[src/rtl/txd_pkg.sv]
package txd_pkg;

    typedef enum logic [3:0] {
        S_OFF, S_DESC_CTL, S_DESC_ADR, S_WORD, S_SEND, S_DONE, S_IDLE, S_PAUSE, S_HALT
    } eng_state_t;

    localparam logic [3:0] CODE_OFF   = 4'd0;
    localparam logic [3:0] CODE_RUN   = 4'd1;
    localparam logic [3:0] CODE_WAIT  = 4'd2;
    localparam logic [3:0] CODE_HALT  = 4'd3;
    localparam logic [3:0] CODE_PAUSE = 4'd4;

    localparam logic [3:0] ERR_NONE  = 4'd0;
    localparam logic [3:0] ERR_RANGE = 4'd1;
    localparam logic [3:0] ERR_ALIGN = 4'd2;

    localparam int D_EOT = 28;
    localparam int D_IRQ = 29;
    localparam int D_EOF = 30;
    localparam int D_SOF = 31;

    typedef struct packed {
        logic flush;
        logic loop;
        logic pause;
        logic en;
    } chan_ctl_t;

endpackage

[src/rtl/txd_regs.sv]
module txd_regs
    import txd_pkg::*;
#(
    parameter int AW    = 32,
    parameter int PTR_W = 12
) (
    input  logic             clk,
    input  logic             rst_n,
    input  logic             we,
    input  logic [3:0]       addr,
    input  logic [31:0]      wdata,
    input  logic [31:0]      stat,
    output chan_ctl_t        ctl,
    output logic [AW-1:0]    ring_base,
    output logic [PTR_W-1:0] tail,
    output logic [31:0]      rdata
);
    localparam logic [3:0] OFS_CTL  = 4'h0;
    localparam logic [3:0] OFS_BASE = 4'h4;
    localparam logic [3:0] OFS_TAIL = 4'h8;
    localparam logic [3:0] OFS_STAT = 4'hC;

    always_ff @(posedge clk or negedge rst_n) begin
        if (!rst_n) begin
            ctl       <= '0;
            ring_base <= '0;
            tail      <= '0;
        end else if (we) begin
            unique case (addr)
                OFS_CTL:  ctl <= '{flush: wdata[4], loop: wdata[2], pause: wdata[1], en: wdata[0]};
                OFS_BASE: ring_base <= AW'(wdata);
                OFS_TAIL: tail <= {wdata[PTR_W-1:3], 3'b000};
                default:  ;
            endcase
        end
    end

    always_comb begin
        rdata = '0;
        unique case (addr)
            OFS_CTL:  rdata = {27'b0, ctl.flush, 1'b0, ctl.loop, ctl.pause, ctl.en};
            OFS_BASE: rdata = 32'(ring_base);
            OFS_TAIL: rdata = 32'(tail);
            OFS_STAT: rdata = stat;
            default:  rdata = '0;
        endcase
    end
endmodule

[src/rtl/txd_engine.sv]
module txd_engine
    import txd_pkg::*;
#(
    parameter int            PTR_W    = 12,
    parameter int            CNT_W    = 13,
    parameter int            AW       = 32,
    parameter logic [AW-1:0] BUS_OFS  = 32'h4000_0000,
    parameter logic [AW-1:0] ADDR_MAX = 32'h3FFF_FFFF
) (
    input  logic             clk,
    input  logic             rst_n,
    input  chan_ctl_t        ctl,
    input  logic [AW-1:0]    ring_base,
    input  logic [PTR_W-1:0] tail,
    output logic             mem_req,
    output logic [AW-1:0]    mem_addr,
    input  logic             mem_rvalid,
    input  logic [31:0]      mem_rdata,
    output logic             out_valid,
    output logic [7:0]       out_data,
    output logic             out_sof,
    output logic             out_eof,
    output logic             loop_valid,
    output logic             irq_done,
    output logic [31:0]      stat
);
    localparam int DESC_BYTES = 8;

    eng_state_t        state, nstate;
    logic [PTR_W-1:0]  ptr, nxt_ptr;
    logic [CNT_W-1:0]  len, cnt;
    logic              d_eot, d_irq, d_eof, d_sof;
    logic [AW-1:0]     dbuf;
    logic [31:0]       word;
    logic [3:0]        err;
    logic              flushed;
    logic              at_edge, take_flush, last, bad_range, bad_align;

    // next-state decision
    always_comb begin
        nxt_ptr    = ptr;
        if (state == S_DONE)
            nxt_ptr = d_eot ? '0 : ptr + PTR_W'(DESC_BYTES);
        at_edge    = (state == S_OFF) || (state == S_IDLE) || (state == S_PAUSE) || (state == S_DONE);
        take_flush = ctl.en && at_edge && ctl.flush && !flushed;
        last       = (cnt == len - CNT_W'(1));
        bad_range  = AW'(mem_rdata) > ADDR_MAX;
        bad_align  = mem_rdata[1:0] != 2'b00;
        nstate     = state;
        if (!ctl.en) begin
            nstate = S_OFF;
        end else begin
            unique case (state)
                S_OFF, S_IDLE, S_PAUSE, S_DONE: begin
                    if (take_flush)          nstate = S_IDLE;
                    else if (ctl.pause)      nstate = S_PAUSE;
                    else if (nxt_ptr != tail) nstate = S_DESC_CTL;
                    else                     nstate = S_IDLE;
                end
                S_DESC_CTL: if (mem_rvalid) nstate = S_DESC_ADR;
                S_DESC_ADR: begin
                    if (mem_rvalid) begin
                        if (bad_range || bad_align) nstate = S_HALT;
                        else if (len == '0)         nstate = S_DONE;
                        else                        nstate = S_WORD;
                    end
                end
                S_WORD: if (mem_rvalid) nstate = S_SEND;
                S_SEND: begin
                    if (last)                  nstate = S_DONE;
                    else if (cnt[1:0] == 2'b11) nstate = S_WORD;
                end
                S_HALT: nstate = S_HALT;
                default: nstate = S_OFF;
            endcase
        end
    end

    // state register
    always_ff @(posedge clk or negedge rst_n) begin
        if (!rst_n) state <= S_OFF;
        else        state <= nstate;
    end

    // datapath registers
    always_ff @(posedge clk or negedge rst_n) begin
        if (!rst_n) begin
            ptr <= '0; len <= '0; cnt <= '0; dbuf <= '0; word <= '0;
            d_eot <= 1'b0; d_irq <= 1'b0; d_eof <= 1'b0; d_sof <= 1'b0;
            err <= ERR_NONE; flushed <= 1'b0;
        end else if (!ctl.en) begin
            ptr <= '0; err <= ERR_NONE; flushed <= 1'b0;
        end else begin
            if (!ctl.flush) flushed <= 1'b0;
            if (take_flush) begin
                ptr     <= tail;
                flushed <= 1'b1;
            end else if (state == S_DONE) begin
                ptr <= nxt_ptr;
            end
            unique case (state)
                S_DESC_CTL: if (mem_rvalid) begin
                    len   <= mem_rdata[CNT_W-1:0];
                    d_eot <= mem_rdata[D_EOT];
                    d_irq <= mem_rdata[D_IRQ];
                    d_eof <= mem_rdata[D_EOF];
                    d_sof <= mem_rdata[D_SOF];
                end
                S_DESC_ADR: if (mem_rvalid) begin
                    dbuf <= AW'(mem_rdata);
                    cnt  <= '0;
                    if (bad_range)      err <= ERR_RANGE;
                    else if (bad_align) err <= ERR_ALIGN;
                end
                S_WORD: if (mem_rvalid) word <= mem_rdata;
                S_SEND: cnt <= cnt + CNT_W'(1);
                default: ;
            endcase
        end
    end

    // outputs
    always_comb begin
        logic [3:0] code;
        mem_req    = 1'b0;
        mem_addr   = '0;
        out_data   = word[{cnt[1:0], 3'b000} +: 8];
        out_valid  = (state == S_SEND) && !ctl.loop;
        loop_valid = (state == S_SEND) && ctl.loop;
        out_sof    = (state == S_SEND) && d_sof && (cnt == '0);
        out_eof    = (state == S_SEND) && d_eof && last;
        irq_done   = (state == S_DONE) && d_irq;
        code       = CODE_OFF;
        unique case (state)
            S_OFF:      code = CODE_OFF;
            S_DESC_CTL: begin code = CODE_RUN; mem_req = 1'b1; mem_addr = ring_base + BUS_OFS + AW'(ptr); end
            S_DESC_ADR: begin code = CODE_RUN; mem_req = 1'b1; mem_addr = ring_base + BUS_OFS + AW'(ptr) + AW'(4); end
            S_WORD:     begin code = CODE_RUN; mem_req = 1'b1; mem_addr = dbuf + BUS_OFS + AW'({cnt[CNT_W-1:2], 2'b00}); end
            S_SEND, S_DONE: code = CODE_RUN;
            S_IDLE:     code = CODE_WAIT;
            S_PAUSE:    code = CODE_PAUSE;
            S_HALT:     code = CODE_HALT;
            default:    code = CODE_OFF;
        endcase
        stat              = '0;
        stat[PTR_W-1:0]   = ptr;
        stat[15:12]       = code;
        stat[19:16]       = err;
        stat[20]          = flushed;
    end
endmodule

[src/rtl/txd_channel.sv]
module txd_channel
    import txd_pkg::*;
#(
    parameter int AW    = 32,
    parameter int PTR_W = 12,
    parameter int CNT_W = 13
) (
    input  logic          clk,
    input  logic          rst_n,
    input  logic          reg_we,
    input  logic [3:0]    reg_addr,
    input  logic [31:0]   reg_wdata,
    output logic [31:0]   reg_rdata,
    output logic          mem_req,
    output logic [AW-1:0] mem_addr,
    input  logic          mem_rvalid,
    input  logic [31:0]   mem_rdata,
    output logic          out_valid,
    output logic [7:0]    out_data,
    output logic          out_sof,
    output logic          out_eof,
    output logic          loop_valid,
    output logic          irq_done
);
    chan_ctl_t        ctl_q;
    logic [AW-1:0]    ring_base;
    logic [PTR_W-1:0] tail;
    logic [31:0]      stat_word;
    logic             ctl_en;

    assign ctl_en = ctl_q.en;

    txd_regs #(.AW(AW), .PTR_W(PTR_W)) u_regs (
        .clk(clk), .rst_n(rst_n), .we(reg_we), .addr(reg_addr), .wdata(reg_wdata),
        .stat(stat_word), .ctl(ctl_q), .ring_base(ring_base), .tail(tail), .rdata(reg_rdata)
    );

    txd_engine #(.PTR_W(PTR_W), .CNT_W(CNT_W), .AW(AW)) u_eng (
        .clk(clk), .rst_n(rst_n), .ctl(ctl_q), .ring_base(ring_base), .tail(tail),
        .mem_req(mem_req), .mem_addr(mem_addr), .mem_rvalid(mem_rvalid), .mem_rdata(mem_rdata),
        .out_valid(out_valid), .out_data(out_data), .out_sof(out_sof), .out_eof(out_eof),
        .loop_valid(loop_valid), .irq_done(irq_done), .stat(stat_word)
    );
endmodule

[config.mk]
export PLATFORM = sky130hd
export DESIGN_NAME = txd_channel
export DESIGN_NICKNAME = d
export VERILOG_FILES = /design/src/rtl/txd_pkg.sv /design/src/rtl/txd_regs.sv /design/src/rtl/txd_engine.sv /design/src/rtl/txd_channel.sv
export SDC_FILE = /design/constraint.sdc
export NUM_CORES = 1
export LEC_CHECK = 0
export BUFFER_PORTS_ARGS = -buffer_cell sky130_fd_sc_hd__buf_2
export CORE_UTILIZATION = 40
export CTS_CLUSTER_SIZE = 12
export DETAILED_ROUTE_END_ITERATION = 7
export GPL_ROUTABILITY_DRIVEN = 0
export SYNTH_ARGS = -nofsm -noshare
export SYNTH_HDL_FRONTEND = slang
export SYNTH_SLANG_ARGS = --single-unit
[constraint.sdc]
create_clock -name clk -period 6 [get_ports clk]
set_clock_uncertainty 0.2 [all_clocks]
set_input_delay 1.5 -clock clk [delete_from_list [all_inputs] [get_ports clk]]
set_output_delay 1.5 -clock clk [all_outputs]
set_load 0.01 [all_outputs]
# Yosys cells after proc, flatten, opt, wreduce, memory -nomap -nowiden

Cells that the tools add are included.

Bits of input ports: 72
Bits in registers: 160
Output and inout bits: 78
Logic and storage cells: 117

Add/subtract/negate cells: 8
Equal/unequal tests: 24
Reduce and logical (&&, ||, !) cells: 34
Multiplexer cells: 31
Magnitude comparators: 1
Shift operators: 1

Operator list:

| kind                                                 | count |
|---|---|
| one-hot mux 32 bit (4 select lines)                  | 1 |
| one-hot mux 32 bit (3 select lines)                  | 1 |
| adder 32 x 31 -> 32 bit, second input constant       | 2 |
| 2-to-1 mux 12 bit                                    | 5 |
| 2-to-1 mux 4 bit                                     | 14 |
| adder 32 x 12 -> 32 bit                              | 1 |
| adder 32 x 13 -> 32 bit                              | 1 |
| adder 32 x 3 -> 32 bit, second input constant        | 1 |
| > comparator 32 x 30 -> 1 bit, second input constant | 1 |
| variable part select 32 x 6 -> 8 bit                 | 1 |
| zero test 13 bit                                     | 2 |
| one-hot mux 13 bit (2 select lines)                  | 1 |
| one-hot mux 4 bit (6 select lines)                   | 1 |
| equality test 4 x 3 -> 1 bit, second input constant  | 5 |
| AND reduction 3 bit                                  | 5 |
| adder 13 x 1 -> 13 bit, second input constant        | 1 |
| equality test 13 bit                                 | 1 |
| 2-to-1 mux 13 bit                                    | 1 |
| subtractor 13 x 1 -> 13 bit, second input constant   | 1 |
| adder 12 x 4 -> 12 bit, second input constant        | 1 |
| equality test 4 bit, second input constant           | 3 |
| inequality test 12 bit                               | 1 |
| one-hot mux 3 bit (4 select lines)                   | 1 |
| logical AND 1 bit                                    | 10 |
| other kinds (20)                                     | 37 |

# Longest topological paths before layout

Word-level depth: 10
Depth in mapped cells: 12
Mapped depth without buffers: 12

# By module

A second synthesis with hierarchy kept.

Cells, all modules: 1188
Area total of the unflattened synthesis: 11308.3 um^2

Modules (own cells, without submodules):

| module     | sequential area each (um^2) | cells each | times used | area an instance (um^2) |
|---|---|---|---|---|
| txd_engine | 2827.7                      | 1015       | 1          | 9051.2 |
| txd_regs   | 1126.1                      | 173        | 1          | 2257.2 |

# Worst setup path after synthesis

No wires, ideal clock.

Path type: register -> output
Start point: reg u_regs.ring_base[0]
End point: out mem_addr[31]
Data required time: 4.300 ns
Buffers on the path: 0
Arrival time: 3.453 ns
Stages on the path, launching flop included: 12
Setup slack: 0.847 ns
Cell sequence: dfrtp_1 -> ha_1 -> fa_1 -> or3b_1 -> o32a_1 -> a211oi_1 -> nand4b_1 -> nor4b_1 -> nand4_1 -> or4_4 -> o211ai_2 -> nand3_1

Word-level cells in the longest chain between the ends: 4

RTL lines:

| what                                    | line                                 | text |
|---|---|---|
| start: declaration                      | txd_regs.sv:14                       | `output logic [AW-1:0] ring_base,` |
| start signal: assignment                | txd_regs.sv:31                       | `OFS_BASE: ring_base <= AW'(wdata);` |
| adder 32 x 31 -> 32 bit (*)             | txd_engine.sv:136, txd_engine.sv:137 |  |
| adder 32 x 12 -> 32 bit (*)             | txd_engine.sv:136, txd_engine.sv:137 |  |
| adder 32 x 3 -> 32 bit                  | txd_engine.sv:137                    | `S_DESC_ADR: begin code = CODE_RUN; mem_req = 1'b1; mem_addr = ring_base + BUS_OFS + AW'(ptr) + AW'(4); end` |
| one-hot mux 32 bit (3 select lines) (*) | txd_engine.sv:134                    | `unique case (state)` |
| end: declaration                        | txd_channel.sv:15                    | `output logic [AW-1:0] mem_addr,` |

Every way passes the cells marked *; elsewhere a longest branch is shown, timed or not.

# Worst setup path after layout

Start point: reg u_eng.ptr[5]
End point: out mem_addr[29]

Word-level cells in the longest chain between the ends: 3

RTL lines:

| what                                    | line                                 | text |
|---|---|---|
| start: declaration                      | txd_engine.sv:30                     | `logic [PTR_W-1:0] ptr, nxt_ptr;` |
| start signal: assignment                | txd_engine.sv:96                     | `ptr <= tail;` |
| start signal: assignment                | txd_engine.sv:99                     | `ptr <= nxt_ptr;` |
| adder 32 x 12 -> 32 bit (*)             | txd_engine.sv:136, txd_engine.sv:137 |  |
| adder 32 x 3 -> 32 bit                  | txd_engine.sv:137                    |  |
| one-hot mux 32 bit (3 select lines) (*) | txd_engine.sv:134                    |  |

Marks and branches as above.

==> results by group <==
Run status
  – Status: completed

Cells and area
  – Area grow syn2layout: 15.86%
  – Utilization after layout: 47.49%
  – Non-Filler Instances: 1647
  – N_diodes: 0
  – Reg area: 0.003954 sq mm
  – FILL cells: 2622
  – Nets: 1396
  – Layout cell share with drive strength beyond 1: 27.72%
  – Multi-input gate area: 0.006868 sq mm

Place
  – Final HPWL DP: 24880 um
  – I/O Buffers: 149
  – Cells after DPL: 1614
  – Placement Setup Slack: 561.9 ps

Clock network
  – Root buffer cell: clkbuf_16
  – Hold buffer count at CTS: 0
  – Total CTS buffers: 17
  – Num Clock Sinks: 158
  – H-tree levels: 4
  – Reg clk slew, reported paths: 80 ps
  – Skew-Pair Late Insertion Delay: 430 ps
  – CTS tree: built
  – Max Root-Sink Buffers: 2

Yosys
  – Mapped Area: 0.01108 sq mm
  – Warning count from the yosys run: 0
  – Mapped Cells: 1164
  – Most frequent cell after synthesis: dfrtp_1
  – Unique masters post-synth: 81
  – Net Count, Synth: 1267
  – Synth Flop Type: dfrtp_1
  – Register area share after synthesis: 35.69%
  – Ys async rst share: 100.0%
  – Synth top area share: 35.69%
  – Mean Syn Cell Area: 9.517 sq um
  – Number of synthesized flops with an enable pin: 0
  – Ranking of synthesized cells by area: dfrtp_1 36%, mux2_2 12%, xnor2_1 4.7%, nand2_1 4.2%, xor2_1 3.6%
  – Yosys reg bits: 158
  – Synth area leader: dfrtp_1
  – Top cells by instance count after synthesis: 158 x dfrtp_1, 124 x nand2_1, 122 x mux2_2

Route
  – Drt first pass iters: 5
  – Final wirelength: 33390 um
  – Routed len/inst: 20.28 um
  – DRC errors left: 0
  – Vias: 9623
  – Initial DRC Count: 685
  – Vias per inst: 5.843
  – ANT nets after route: 0

Critical path
  – Worst Setup Start Kind: register
  – Slowest CP cell: or4_4
  – Worst path required time: 4300 ps
  – R2r startpoint: u_eng.state[0]
  – Largest stage delay, worst path: 610 ps
  – Reg2Reg Setup Slack: 1590 ps
  – FF-to-FF End: u_eng.state[1]
  – CP arrival: 4120 ps
  – Crit-path cells: ha_1 -> o211ai_1 -> o21a_4 -> o221a_4 -> nor4b_4 -> xnor2_1 -> or4_4 -> or4_4 -> a21oi_1 -> o21ai_1 -> buf_2
  – Worst Setup End Kind: output port
  – Critical Path Fanout Max: 9
  – Worst R2R Path Depth: 9
  – Beginning of the critical path: u_eng.ptr[5]
  – CP top delay family: simple AND/OR/NAND/NOR gates
  – Most Frequent Cell on Critical Path: or4_4
  – Worst Path Buf+Inv: 1
  – Crit Path Category: register to output port

Timing
  – Least-Margin Pin Slew: 1370 ps
  – Max Slew Vio Count: 0
  – Period utilization: 96.96%
  – Setup violators final: 0
  – Post-layout min period: 5818 ps
  – Fmax achieved: 171.9 MHz
  – Rel. slew slack: 6.336%
  – Final-report hold violation count: 0
  – Setup ws final: 182.4 ps
  – WHS: 308.8 ps

Global routing
  – Initial antenna violation count: 0
  – Largest net degree at the start of global routing: 81
  – GRT Total Usage: 23.85%
  – First-pass GRT wire length: 52660 um
  – GR Overflow Total: 0
  – Vias in the first global route: 9360

Hold path
  – Hold Startpoint: u_eng.word[1]
  – Hold Path Sink: u_eng.word[1]
  – Hold WC Path Type: register to register
  – Min-Delay Path Depth: 1

Power
  – Power density cells: 371.8 mW/mm^2
  – Peak VDD IR: 0.2256 mV
  – Total power: 0.004772 W
  – LEAKAGE: 5.814 nW

Floorplanning
  – Die ar.: 0.02837 sq mm
  – IO Count: 150
  – Core box area: 0.02703 sq mm
  – Cell Rows: 60
  – Starting Density: 40.99%
  – Die height: 168.4 um
  – Width of the die: 168.4 um

Run
  – Max cap viols: 0
==> placed cells by master, fill, tap and decap left out, types with 18 or more instances in the layout <==
master   synthesis  layout
xor2_1          46      46
ha_1            29      26
and3_1          19      18
mux2_2         122     122
dfrtp_1        158     158
nand2_1        124     124
a21oi_1         49      48
nor3_1          22      21
nand4_1         21      21
nor2_1          78      76
nand3_1         29      29
xnor2_1         59      59
and2_1          26      26
buf_2            7     148
inv_1           24      24
a22oi_1         22      22
o21ai_0         44      44
==> through the flow <==
stage / instance area, sq um / setup TNS, ps
after floorplan: 11080 / 0
after global placement: 12160 / 0
after detailed placement: 12160 / 0
after CTS: 12780 / 0
after global routing: 12830 / -12.30
final: 12830 / 0
==> worst max-delay path by stage <==
stage               cells past startpoint           end  slack (ps)
floorplan                              11  mem_addr[31]         850
CTS                                    14  mem_addr[31]          80
finish                                 11  mem_addr[29]         180
detailed placement                     14  mem_addr[31]         560
global placement                       14  mem_addr[31]         580
global route                           14  mem_addr[29]         -10
==> power breakdown <==
part / switching [W] / total [W] / internal (W)
combinational: 0.00100 / 0.00184 / 0.000841
clock: 0.000567 / 0.00114 / 0.000577
sequential: 0.000423 / 0.00178 / 0.00136
==> routing by layer <==
layer  vias to the layer above  share of wire, %  GRT usage, %
met1                      4693                46         32.66
li1                       4553                 -             -
met4                         0               2.6         8.379
met3                        55               4.7         2.703
met5                         -                 0             0
met2                       322                47         38.99
==> cell type report <==
cell class | instances | share of cell area, %
multi-input cells | 927 | 53.51
flip-flops and latches | 158 | 30.81
repair buffers | 165 | 6.795
well taps | 341 | 3.324
clock buffers | 17 | 3.314
clock inverters | 15 | 1.550
inverters | 24 | 0.7019
==> kinds of logic (layout without fill, tap and decap cells) <==
family	after synthesis	in the layout	share of synthesized area, %
compound gates	248	248	16.14
fa+ha+maj	31	31	3.637
simple gates	409	409	18.99
flops	158	158	35.69
mux	134	134	14.39
buf+inv	79	221	2.857
xor+xnor	105	105	8.301
==> sequential cells by signal, indices dropped and copies added (netlist names) <==
name,cells
u_eng.cnt,13
u_eng.d_eof,1
u_eng.d_eot,1
u_eng.d_irq,1
u_eng.d_sof,1
u_eng.dbuf,32
u_eng.err,2
u_eng.flushed,1
u_eng.len,13
u_eng.ptr,12
u_eng.state,4
u_eng.word,32
u_regs.ctl,4
u_regs.ring_base,32
u_regs.tail,9
==> worst reg2reg max path, stage by stage, from the launching register on <==
cell and delay [ps]:
dfrtp_1 650, and4bb_2 530, a2111oi_0 1220, o21ai_0 270
o21ai_0 230, nand4_1 140, a2111o_1 430, o31ai_1 410
a2111oi_0 130, o21ai_1 130
==> repair_timing <==
action,in CTS,in global routing
endpoints found under the setup margin,0,10
resized for setup,0,12
buffers inserted,0,1
Power figures use the tool's default switching activity.
